### src/rtl/adc_seq_pkg.sv
package adc_seq_pkg;
    localparam int NUM_LANES = 2;

    typedef enum logic [1:0] {
        ST_IDLE = 2'd0,
        ST_REQ  = 2'd1,
        ST_BUSY = 2'd2,
        ST_HALT = 2'd3
    } seq_state_e;
endpackage

### src/rtl/adc_eos_flag.sv
module adc_eos_flag (
    input  logic clk,
    input  logic rst_n,
    input  logic set_i,
    input  logic clr_i,
    input  logic en_i,
    output logic flag_o,
    output logic irq_o
);
    logic flag_d, flag_q;

    always_comb begin
        flag_d = flag_q;
        if (clr_i) flag_d = 1'b0;
        if (set_i) flag_d = 1'b1;
    end

    always_ff @(posedge clk or negedge rst_n) begin
        if (!rst_n) flag_q <= 1'b0;
        else        flag_q <= flag_d;
    end

    assign flag_o = flag_q;
    assign irq_o  = flag_q & en_i;

    a_r8_set_on_end: assert property (@(posedge clk) disable iff (!rst_n)
        set_i |=> flag_o);
    a_r8_sticky: assert property (@(posedge clk) disable iff (!rst_n)
        (flag_o && !clr_i) |=> flag_o);
    a_r8_w1c: assert property (@(posedge clk) disable iff (!rst_n)
        (clr_i && !set_i) |=> !flag_o);
endmodule

### src/rtl/adc_scan_lane.sv
module adc_scan_lane
    import adc_seq_pkg::*;
#(
    parameter int SLOTS  = 8,
    parameter int CODE_W = 4,
    parameter int DATA_W = 12
) (
    input  logic                     clk,
    input  logic                     rst_n,
    input  logic                     sync_i,
    input  logic [SLOTS*CODE_W-1:0]  codes_i,
    input  logic [SLOTS-1:0]         skip_i,
    input  logic [SLOTS-1:0]         pause_i,
    input  logic                     conv_done_i,
    input  logic [DATA_W-1:0]        conv_data_i,
    output logic                     conv_start_o,
    output logic [CODE_W-1:0]        conv_chan_o,
    output logic                     halted_o,
    output logic                     scan_end_o,
    output logic [SLOTS*DATA_W-1:0]  res_o,
    output logic [SLOTS-1:0]         valid_o
);
    localparam int IDX_W = (SLOTS > 1) ? $clog2(SLOTS) : 1;
    localparam logic [IDX_W-1:0] LAST_IDX = IDX_W'(SLOTS - 1);

    typedef struct packed {
        seq_state_e               st;
        logic [IDX_W-1:0]         idx;
        logic [SLOTS-1:0]         vld;
        logic [SLOTS*DATA_W-1:0]  res;
    } lane_t;

    lane_t            s_d, s_q;
    logic [IDX_W-1:0] idx_nxt;
    logic             last_slot;

    always_comb begin
        idx_nxt   = s_q.idx + 1'b1;
        last_slot = (s_q.idx == LAST_IDX) || skip_i[idx_nxt];
        s_d       = s_q;
        case (s_q.st)
            ST_IDLE: begin
                if (sync_i && !skip_i[0]) begin
                    s_d.st  = ST_REQ;
                    s_d.idx = '0;
                    s_d.vld = '0;
                end
            end
            ST_REQ: s_d.st = ST_BUSY;
            ST_BUSY: begin
                if (conv_done_i) begin
                    s_d.res[s_q.idx*DATA_W +: DATA_W] = conv_data_i;
                    s_d.vld[s_q.idx]                  = 1'b1;
                    if (last_slot) begin
                        s_d.st = ST_IDLE;
                    end else if (pause_i[s_q.idx]) begin
                        s_d.st = ST_HALT;
                    end else begin
                        s_d.st  = ST_REQ;
                        s_d.idx = idx_nxt;
                    end
                end
            end
            ST_HALT: begin
                if (sync_i) begin
                    s_d.st  = ST_REQ;
                    s_d.idx = idx_nxt;
                end
            end
            default: s_d.st = ST_IDLE;
        endcase
    end

    always_ff @(posedge clk or negedge rst_n) begin
        if (!rst_n) s_q <= '0;
        else        s_q <= s_d;
    end

    assign conv_start_o = (s_q.st == ST_REQ);
    assign conv_chan_o  = codes_i[s_q.idx*CODE_W +: CODE_W];
    assign halted_o     = (s_q.st == ST_HALT);
    assign scan_end_o   = (s_q.st == ST_BUSY) && conv_done_i && last_slot;
    assign res_o        = s_q.res;
    assign valid_o      = s_q.vld;

    a_r6_continue: assert property (@(posedge clk) disable iff (!rst_n)
        (s_q.st == ST_BUSY && conv_done_i && !last_slot && !pause_i[s_q.idx])
        |=> conv_start_o);
    a_r5_halt_after_pause: assert property (@(posedge clk) disable iff (!rst_n)
        (s_q.st == ST_BUSY && conv_done_i && !last_slot && pause_i[s_q.idx])
        |=> halted_o);
    a_r5_wait_for_sync: assert property (@(posedge clk) disable iff (!rst_n)
        (halted_o && !sync_i) |=> (halted_o && !conv_start_o));
    a_r7_busy_ignores_sync: assert property (@(posedge clk) disable iff (!rst_n)
        (s_q.st == ST_BUSY && !conv_done_i) |=> !conv_start_o);
    a_r9_clear_on_start: assert property (@(posedge clk) disable iff (!rst_n)
        (s_q.st == ST_IDLE && sync_i && !skip_i[0]) |=> (valid_o == '0));
endmodule

### src/rtl/adc_scan_seq.sv
module adc_scan_seq
    import adc_seq_pkg::*;
#(
    parameter int LANE_SLOTS = 8,
    parameter int CODE_W     = 4,
    parameter int DATA_W     = 12
) (
    input  logic                                clk,
    input  logic                                rst_n,
    input  logic                                joint_i,
    input  logic                                sync_a_i,
    input  logic                                sync_b_i,
    input  logic [2*LANE_SLOTS*CODE_W-1:0]      list_i,
    input  logic [2*LANE_SLOTS-1:0]             skip_i,
    input  logic [2*LANE_SLOTS-1:0]             pause_i,
    input  logic [1:0]                          irq_en_i,
    input  logic [1:0]                          eos_clr_i,
    output logic [1:0]                          conv_start_o,
    output logic [2*CODE_W-1:0]                 conv_chan_o,
    input  logic [1:0]                          conv_done_i,
    input  logic [2*DATA_W-1:0]                 conv_data_i,
    output logic [1:0]                          halted_o,
    output logic [1:0]                          eos_o,
    output logic [1:0]                          irq_o,
    output logic [2*LANE_SLOTS*DATA_W-1:0]      result_o,
    output logic [2*LANE_SLOTS-1:0]             valid_o
);
    localparam int LIST_W = LANE_SLOTS * CODE_W;
    localparam int RES_W  = LANE_SLOTS * DATA_W;

    logic [NUM_LANES-1:0] scan_end;

    for (genvar l = 0; l < NUM_LANES; l++) begin : g_lane
        logic                  sync_sel;
        logic [LANE_SLOTS-1:0] skip_sel;
        logic [LANE_SLOTS-1:0] pause_sel;

        if (l == 0) begin : g_pace_a
            assign sync_sel  = sync_a_i;
            assign skip_sel  = skip_i[0 +: LANE_SLOTS];
            assign pause_sel = pause_i[0 +: LANE_SLOTS];
        end else begin : g_pace_sel
            assign sync_sel  = joint_i ? sync_a_i : sync_b_i;
            assign skip_sel  = joint_i ? skip_i[0 +: LANE_SLOTS]
                                       : skip_i[l*LANE_SLOTS +: LANE_SLOTS];
            assign pause_sel = joint_i ? pause_i[0 +: LANE_SLOTS]
                                       : pause_i[l*LANE_SLOTS +: LANE_SLOTS];
        end

        adc_scan_lane #(
            .SLOTS  (LANE_SLOTS),
            .CODE_W (CODE_W),
            .DATA_W (DATA_W)
        ) u_lane (
            .clk          (clk),
            .rst_n        (rst_n),
            .sync_i       (sync_sel),
            .codes_i      (list_i[l*LIST_W +: LIST_W]),
            .skip_i       (skip_sel),
            .pause_i      (pause_sel),
            .conv_done_i  (conv_done_i[l]),
            .conv_data_i  (conv_data_i[l*DATA_W +: DATA_W]),
            .conv_start_o (conv_start_o[l]),
            .conv_chan_o  (conv_chan_o[l*CODE_W +: CODE_W]),
            .halted_o     (halted_o[l]),
            .scan_end_o   (scan_end[l]),
            .res_o        (result_o[l*RES_W +: RES_W]),
            .valid_o      (valid_o[l*LANE_SLOTS +: LANE_SLOTS])
        );

        adc_eos_flag u_flag (
            .clk    (clk),
            .rst_n  (rst_n),
            .set_i  (scan_end[l]),
            .clr_i  (eos_clr_i[l]),
            .en_i   (irq_en_i[l]),
            .flag_o (eos_o[l]),
            .irq_o  (irq_o[l])
        );
    end

    a_r10_lockstep: assert property (@(posedge clk) disable iff (!rst_n)
        (joint_i && conv_start_o[0]) |-> conv_start_o[1]);
    a_r10_joint_no_b_alone: assert property (@(posedge clk) disable iff (!rst_n)
        (joint_i && conv_start_o[1]) |-> conv_start_o[0]);
endmodule

### config.mk
export PLATFORM = sky130hd
export DESIGN_NAME = adc_scan_seq
export DESIGN_NICKNAME = d
export VERILOG_FILES = /design/src/rtl/adc_seq_pkg.sv /design/src/rtl/adc_eos_flag.sv /design/src/rtl/adc_scan_lane.sv /design/src/rtl/adc_scan_seq.sv
export SDC_FILE = /design/constraint.sdc
export NUM_CORES = 1
export LEC_CHECK = 0
export ABC_AREA = 1
export BUFFER_PORTS_ARGS = -buffer_cell sky130_fd_sc_hd__buf_4
export CAP_MARGIN = 20
export CORE_MARGIN = 1
export CORE_UTILIZATION = 28
export DETAILED_ROUTE_END_ITERATION = 10
export PLACE_DENSITY = 0.54
export SLEW_MARGIN = 20
export SYNTH_ARGS = -nofsm -noshare
export SYNTH_HDL_FRONTEND = slang
export SYNTH_SLANG_ARGS = --single-unit
### constraint.sdc
create_clock -name clk -period 6.75 [get_ports clk]
set_input_delay 1.0125 -clock clk [delete_from_list [all_inputs] [get_ports clk]]
set_output_delay 1.0125 -clock clk [all_outputs]
set_load 0.02 [all_outputs]
=== After elaboration in Yosys (flattened, before gate mapping) ===
Cells that the tools add are included.

* $lt $le $gt $ge: 6
* Bitwise operators: 4
* Equal/unequal tests: 18
* Shifts and indexed selects: 6
* Reductions and logical operators: 28
* Add/sub/neg operators: 4
* Mux-type cells: 41
* Multipliers: 2

{| class="wikitable"
|+ Operators by type and width
! operator !! count
|-
| 109-bit 2-to-1 mux || 2
|-
| 96-bit bitwise mux || 2
|-
| 12-bit by 34-bit variable shift with 96-bit output, first input constant || 2
|-
| 12-bit by 34-bit variable part select with 96-bit output || 2
|-
| 7-bit negator with 34-bit output || 2
|-
| 32-bit by 6-bit variable part select with 4-bit output || 2
|-
| 8-bit case mux with 2 select lines || 2
|-
| 13-bit 2-to-1 mux || 2
|-
| 3-bit case mux with 3 select lines || 2
|-
| 3-bit by 4-bit < comparator with 1-bit output, second input constant || 4
|-
| 8-bit 2-to-1 mux || 2
|-
| 8-bit OR || 2
|-
| 2-bit case mux with 4 select lines || 2
|-
| 2-bit inequality test, second input constant || 7
|-
| 1-bit binary-select mux with 3-bit select || 4
|-
| 3-bit 2-to-1 mux || 4
|-
| 3-bit AND reduction || 4
|-
| 6-bit AND reduction || 2
|-
| 1-bit 2-to-1 mux || 11
|-
| 3-bit by 2-bit multiplier with 5-bit output, second input constant || 2
|-
| 5-bit 2-to-1 mux || 2
|-
| 2-bit equality test, second input constant || 4
|-
| 1-bit logical AND || 8
|-
| 2-bit 2-to-1 mux || 4
|-
| other kinds (13) || 29
|}

* Register bits: 220

=== Depth between registers and ports, before layout ===
Gate-level depths: netlist (run 1).

* Depth after elaboration: 7
* Mapped depth: 20
* Gate-level depth less buffers: 18

=== Cells and area by module ===
A second synthesis (run 1) with hierarchy kept.

* Cells, all modules: 1,949
* Area, all modules: 14,356.3 sq um

{| class="wikitable"
|+ By module, submodules not included
! module !! instances !! area an instance (sq um) !! cells each
|-
| adc_scan_lane (g_lane[0].u_lane) || 1 || 7,005.5 || 943
|-
| adc_scan_lane (g_lane[1].u_lane) || 1 || 7,000.5 || 937
|-
| adc_scan_seq || 1 || 255.2 || 55
|-
| adc_eos_flag || 2 || 47.5 || 7
|}

=== Worst setup path after synthesis (run 1) ===
Ideal clock, no wire load.

* Path type: register to register
* From: register g_lane[0].u_lane.s_q[104] in the netlist's numbering
* To: register (tool-made name)
* Slack: 3.633 ns
* Cell stages (with the launch flop): 19
* Setup time: 0.126 ns
* Period minus slack after synthesis: 3.117 ns
* Data arrival time: 2.991 ns
* Cell sequence: dfrtp_1 -> buf_4 -> inv_1 -> clkbuf_1 -> clkbuf_1 -> ha_1 -> inv_1 -> nor2_1 -> nand2_1 -> inv_1 -> ha_1 -> buf_2 -> clkinv_1 -> nor2_4 -> nand2_2 -> inv_2 -> nand4_2 -> nand2_1 -> o21ai_0

{| class="wikitable"
|+ RTL lines
! item !! line !! source
|-
| start, declared || adc_scan_lane.sv:33 || <nowiki>lane_t s_d, s_q;</nowiki>
|-
| start signal, assigned || adc_scan_lane.sv:75 || <nowiki>if (!rst_n) s_q <= '0;</nowiki>
|-
| start signal, assigned || adc_scan_lane.sv:76 || <nowiki>else s_q <= s_d;</nowiki>
|}

==> run metrics, run 1 <==
endpoints failing setup=0; Chip Height=227 microns; Hold Vio Cnt, Final=0; FILL cells=5405; largest family of logic cells by synthesized area=simple AND/OR/NAND/NOR gates; Die ar.=0.0515 sq mm; worst-path maximum fanout=17; commonest non-fill, non-tap cells in the layout=nand2_1 (465), buf_4 (357), dfrtp_1 (220); drt first pass iters=5; crit share post-route=64.1%; reg-to-reg slack, setup=2420 ps; layout cell share with drive strength beyond 1=23.5%; initial core utilization=28.3%; M1 GR Usage=25.4%; cell row count=82; area leader, netlist=dfrtp_1; Sum Neg Setup Slack=0 ps; Yosys cell types=45; Routed Antenna Nets=0; CTS max path bufs=3; post-synthesis area per instance=7.40 sq um; max incr delay on CP=800 ps; vias in the first global route=12300; Leakage=8.26 nW; critical path, cell by cell=inv_1 > ha_1 > a21oi_1 > ha_1 > nand2_1 > nor2_1 > buf_4 > nand2_1 > nand2_2 > nor2_1 > a21oi_1; Root Buffer=clkbuf_16; P per Cell Area=361 mW/mm^2; Seq/Total Area, Yosys=38.8%; worst setup path class=register to register; Routed Wire Length=48.7 mm; CP startpoint kind=register; Synth Flop Type=dfrtp_1; Routability Congestion=0.919; reg2reg start=g_lane[1].u_lane.s_q[105]; clock sink count=220; Clock Latency Late Sink=550 ps; post-synthesis simple-gate area fraction=25.4%; multi-input logic area=0.00617 sq mm; Synth Cell Area=0.0142 sq mm; Via Count=13000; Ports=355; worst setup path startpoint=g_lane[1].u_lane.s_q[105]; Worst-Margin Slew=918 ps; die width=227 microns; max-cap violations=0; I/O Buffers=354; post-synthesis mux area share=0.397%; GR Util met2=29.2%; first-pass GRT wire length=73.5 mm; total gr overflow=0; via/cell ratio=4.76; core area=0.0501 sq mm; Wirelength per Cell=17.9 microns; area grow syn2layout=18.7%; Synth warnings=0; Reg clk slew, reported paths=60 ps; Min-Delay Path Class=primary input to async pin; Max VDD drop=0.168 mV; relative slew slack=38.5%; xor/xnor share of the synthesized area=0.230%; setup bufs post-CTS=0; GRT Total Usage=18.4%; Arr. time, crit path=4800 ps; antenna violations before repair=5; Post-DP Area=0.0158 sq mm; commonest non-fill, non-tap cell in the layout=nand2_1; Final Instance Area=0.0168 sq mm; GRT Max-Usage Layer=met2; adder-cell area share of the yosys netlist=2.75%; H-tree depth=1; Post-synth EDFFs=0; Highest Clock Rate=231 MHz; Req. time, crit path=7220 ps; status=complete, no violations; NumNets Final=2193; Yosys reg bits=220; post-layout util=33.6%; CTS buffer count=27; drt drc=0; Period minus WS final=4330 ps; Hold-fix buffers, CTS=0; syn_nets=2076; slowest stage cell on the critical path=dfrtp_1; Clock Skew=13.3 ps; Hold Worst Slack=457 ps; Async S/R FF share, synth=100%; HPWL after DPL=37.7 mm; Post-Syn Instances=1915; dominant cells by area after synthesis=dfrtp_1 (39%), nand2_1 (12%), buf_4 (12%); Slew Limit Fails=0; TritonCTS clock tree=yes; drt initial violations=1051; share of the synthesized area in the top cell type=38.8%; met3 Usage GRT=3.70%; RSZ-0062 raised after global routing=false; cts repair resizes=0; critical path capture point type=register; largest net degree at the start of global routing=132; area taken by flip-flops and latches=0.00551 sq mm; Synth Area in Compound Gates=14.7%
==> cells in the mapped netlist, types with 23 or more instances <==
master    number
nand3_1       91
a31oi_1       23
dfrtp_1      220
a21oi_1       80
clkbuf_1      29
nand2_1      465
o21ai_0      200
buf_4        223
nand4_1       37
nor2_1       197
inv_1        139
ha_1          28
o22ai_1       34
==> power by group <==
part           internal, mW  total [mW]  switching, mW
clock                 0.979        1.57          0.594
combinational         0.772        2.93           2.16
sequential             1.44        1.56          0.121
total                  3.19        6.06           2.88
==> through the flow <==
step | worst slack, ps | instances | power, mW
6_report | 2420 | 2726 | 6.06
5_1_grt | 2010 | 2726 | 6.49
2_1_floorplan | 3630 | 1915 | 3.65
3_3_place_gp | 2540 | 2674 | 4.48
4_1_cts | 2390 | 2723 | 6.10
3_5_place_dp | 2410 | 2674 | 4.49
==> metal layers <==
layer,wire [microns],vias up
met1,21900,6141
met3,3290,89
li1,-,6278
met4,1210,6
met2,22300,453
met5,41,-
==> final timing paths <==
check / cells past startpoint / end
setup / recovery: 11 / register
hold / removal: 1 / async pin
setup reg to reg: 11 / register
hold reg to reg: 2 / register
max in group asynchronous: 2 / async pin
min in group clk: 2 / register
==> kinds of logic (layout without fill, tap and decap cells) <==
kind of cell / Yosys count / count (layout)
flip-flops: 220 / 220
AO/OA/AOI/OAI: 382 / 382
other: 0 / 2
AND/OR/NAND/NOR: 842 / 842
multiplexers: 5 / 5
XOR/XNOR: 2 / 2
adder cells (fa/ha/maj): 30 / 30
buffers and inverters: 434 / 571
==> area by class of cell <==
cell class / instances / area share (%)
Antenna cell: 2 / 0.0298
Clock buffer: 36 / 4.52
Clock inverter: 13 / 1.20
Inverter: 162 / 3.63
Multi-Input combinational cell: 1261 / 36.7
Sequential cell: 220 / 32.7
Tap cell: 672 / 5.00
Timing Repair Buffer: 360 / 16.2
==> worst max-delay path: cells and delay by family (launching register included) <==
kind / cells / cell delay (ps)
adders and majority gates: 2 / 970
AOI/OAI and AO/OA: 2 / 560
buffers and inverters: 2 / 810
DFF: 1 / 800
and+or+nand+nor: 5 / 1090
Note: power is estimated with default switching activity, not from simulation.
==> run 2: changes to the inputs <==
--- a/config.mk
+++ b/config.mk
@@ -5,13 +5,13 @@
 export SDC_FILE = /design/constraint.sdc
 export NUM_CORES = 1
 export LEC_CHECK = 0
-export ABC_AREA = 1
+export ABC_AREA = 0
 export BUFFER_PORTS_ARGS = -buffer_cell sky130_fd_sc_hd__buf_4
 export CAP_MARGIN = 20
 export CORE_MARGIN = 1
 export CORE_UTILIZATION = 28
 export DETAILED_ROUTE_END_ITERATION = 10
-export PLACE_DENSITY = 0.54
+export PLACE_DENSITY = 0.56
 export SLEW_MARGIN = 20
 export SYNTH_ARGS = -nofsm -noshare
 export SYNTH_HDL_FRONTEND = slang
==> constraint.sdc (replaced) <==
create_clock -name clk -period 3.91 [get_ports clk]
set_input_delay 0.5865 -clock clk [delete_from_list [all_inputs] [get_ports clk]]
set_output_delay 0.5865 -clock clk [all_outputs]
set_load 0.02 [all_outputs]
==> run 2 against run 1 <==
Net effect: combinational power increased by 99%; clock skew increased by 13 ps; routed wire length decreased by 2.3%; clock-buffer cell count increased by 1; worst hold slack got worse by 360 ps; via count decreased by 13%; non-clock buffer count increased by 36; synthesized area increased by 2.0%; cell count decreased by 18%; final area increased by 3.1%; die area increased by 2.0%.
==> run metrics, run 2 <==
status=complete, no violations; reg2reg start=g_lane[1].u_lane.s_q[105]; Routed Antenna Nets=0 (unchanged); Wirelength per Cell=21.4 microns (+20%); Hold-fix buffers, CTS=0 (unchanged); vias in the first global route=11500 (-6.5%); Die ar.=0.0525 sq mm (+2.0%); top post-synthesis cells by count=dfrtp_1 (220), buf_4 (219), mux2_2 (191); Worst-Margin Slew=946 ps (+27.3 ps); clock sink count=220 (unchanged); most frequent CP cell=ha_1; H-tree depth=1 (unchanged); Final Instance Area=0.0173 sq mm (+3.1%); Min-Delay Path Class=primary input to async pin; die width=229 microns (+0.99%); share of the synthesized area in the top cell type=38.1% (-0.77 points); reg-to-reg slack, setup=190 ps (-2240 ps); cell row count=82 (unchanged); layout cell share with drive strength beyond 1=44.1% (+21 points); antenna violations before repair=5 (unchanged); syn_nets=1552 (-25%); final setup margin=187 ps (-2240 ps); Worst Reg-to-Reg Cells=9 (-2); multi-input logic area=0.00695 sq mm (+13%); drt initial violations=783 (-25%); first-pass GRT wire length=72.2 mm (-1.8%); worst setup path class=register to register; Async S/R FF share, synth=100% (unchanged); HPWL after DPL=37.3 mm (-1.0%); via/cell ratio=5.07 (+6.7%); total gr overflow=0 (unchanged); relative slew slack=36.8% (-1.7 points); Max VDD drop=0.358 mV (+110%); drt drc=0 (unchanged); Sum Neg Setup Slack=0 ps (unchanged); Synth Cell Area=0.0145 sq mm (+2.0%); Yosys reg bits=220 (unchanged); Power Internal=6.15 mW (+93%); Reg clk slew, reported paths=60 ps (about the same); NumNets Final=1696 (-23%); Chip Height=229 microns (+0.99%); Clock Skew=26.1 ps (+12.8 ps); max-cap violations=0 (unchanged); area leader, netlist=dfrtp_1; Hold Vio Cnt, Final=0 (unchanged); most common cell in the synthesized netlist=dfrtp_1; CTS max path bufs=3 (unchanged); Req. time, crit path=4350 ps (-2870 ps); Clock Latency Late Sink=560 ps (about the same); CTS buffer count=27 (unchanged); crit share post-route=95.2% (+31 points); commonest non-fill, non-tap cell in the layout=buf_4; FILL cells=5098 (-5.7%); I/O Buffers=354 (unchanged); Ports=355 (unchanged); Post-synth EDFFs=0 (unchanged); switching power=4.94 mW (+72%); critical path capture point type=register; Highest Clock Rate=269 MHz (+16%); post-synthesis area per instance=10.4 sq um (+40%); Comb power frac=52.6% (+4.2 points); Seq/Total Area, Yosys=38.1% (-0.77 points); Root Buffer=clkbuf_16; TritonCTS clock tree=yes; Routed Wire Length=47.6 mm (-2.3%); dominant cells by area after synthesis=dfrtp_1 (38%), mux2_2 (15%), buf_4 (11%); critical path, cell by cell=ha_1 > fa_1 > xnor2_2 > and3_1 > ha_1 > inv_1 > o2111ai_2 > a21oi_1 > mux2_2; Slew Limit Fails=0 (unchanged); endpoints failing setup=0 (unchanged); worst setup path startpoint=g_lane[1].u_lane.s_q[105]; Via Count=11300 (-13%); initial core utilization=28.6% (+0.28 points); Post-DP Area=0.0164 sq mm (+3.5%); Synth warnings=0 (unchanged); core area=0.0506 sq mm (+1.0%); area taken by flip-flops and latches=0.00551 sq mm (about the same); Synth Flop Type=dfrtp_1; Sw Ratio=44.5% (-2.9 points); Yosys cell types=83 (+84%); sequential fraction of design power=24.4% (-1.3 points); Hold Worst Slack=101 ps (-356 ps); Post-Syn Instances=1391 (-27%); GRT Total Usage=17.7% (-0.73 points); Routability Congestion=0.921 (+0.15%); CP startpoint kind=register; Clock Power Share=23.0% (-2.9 points); Arr. time, crit path=4170 ps (-630 ps); largest net degree at the start of global routing=97 (-27%); slowest stage cell on the critical path=a21oi_1; commonest non-fill, non-tap cells in the layout=buf_4 (394), dfrtp_1 (218), mux2_2 (191); Period minus WS final=3720 ps (-602 ps); drt first pass iters=5 (unchanged); Leakage=8.32 nW (+0.73%); area grow syn2layout=19.9%; DP Worst Slack=122 ps (-2290 ps); RSZ-0062 raised after global routing=false; P per Cell Area=640 mW/mm^2 (+77%); worst-path maximum fanout=7 (-10); max incr delay on CP=560 ps (-240 ps)
==> run 2: cell count changes after synthesis, sizes merged, moves of 17 or more <==
cell	change
nand3	-62
a31oi	-21
nand2b	+17
nand4	-29
a22o	+17
nand2	-379
o22ai	-19
a21oi	-40
mux4	+24
nor2	-136
mux2	+187
mux2i	+26
inv	-128
o21ai	-170
==> run 2: metal layers <==
layer	GRT usage, %	part of all wire (%)	vias up	routed length, microns
li1	-	-	5123	-
met1	23.2	44	5593	20800
met2	29.3	47	514	22200
met3	3.45	6.7	78	3170
met4	5.21	2.9	4	1390
met5	0	0.046	-	22
==> run 2: logic make-up after synthesis <==
| family | synth area share, % |
|---|---|
| and+or+nand+nor | 11.2 |
| buffers and inverters | 14.0 |
| AOI/OAI and AO/OA | 12.4 |
| muxes | 20.6 |
| DFF | 38.1 |
| adders and majority gates | 2.70 |
| xor gates and xnor gates | 1.00 |
==> run 2: cell type report <==
cell class              instances  area share [%]
repair buffers                396            17.3
well taps                     672            4.85
flip-flops and latches        220            31.8
clock buffers                  37            4.52
diodes                          2          0.0289
multi-input cells             857            40.1
inverters                      33           0.715
clock inverters                12           0.751
==> run 2: worst paths after layout <==
| check | to |
|---|---|
| setup / recovery | register |
| hold / removal | async pin |
| setup reg to reg | register |
| hold reg to reg | g_lane[0].u_lane.valid_o[0] |
| max in group asynchronous | async pin |
| min in group clk | g_lane[1].u_flag.flag_o |
==> run 2: power groups by stage <==
stage	Sequential, mW	Clock (mW)	Combinational (mW)
after detailed placement	2.74	0	5.75
after floorplan	2.68	0	4.10
after global placement	2.74	0	5.73
after CTS	2.71	2.63	5.77
final	2.70	2.56	5.83
after global routing	2.74	2.72	6.31
==> run 2: timing repair <==
action                                 CTS  global route
endpoints found under the hold margin    0             0
setup buffers                            0             0
setup endpoints to repair                0             6
gates resized for setup                  0             2
==> run 2: metrics by stage <==
| stage | std cells | power (mW) | util, % |
|---|---|---|---|
| final | 2229 | 11.1 | 34.3 |
| after global routing | 2227 | 11.8 | 34.3 |
| after CTS | 2227 | 11.1 | 34.2 |
| after detailed placement | 2178 | 8.49 | 32.4 |
| after global placement | 2178 | 8.47 | 32.4 |
| after floorplan | 1391 | 6.78 | - |
==> run 2: worst max-delay path, delay by kind of cell, from the launching register on <==
family / cells / cell delay, ps
AND/OR/NAND/NOR: 1 / 210
AO/OA/AOI/OAI: 2 / 890
XOR/XNOR: 1 / 370
multiplexers: 1 / 400
adder cells (fa/ha/maj): 3 / 1050
flip-flops: 1 / 450
buffers and inverters: 1 / 230
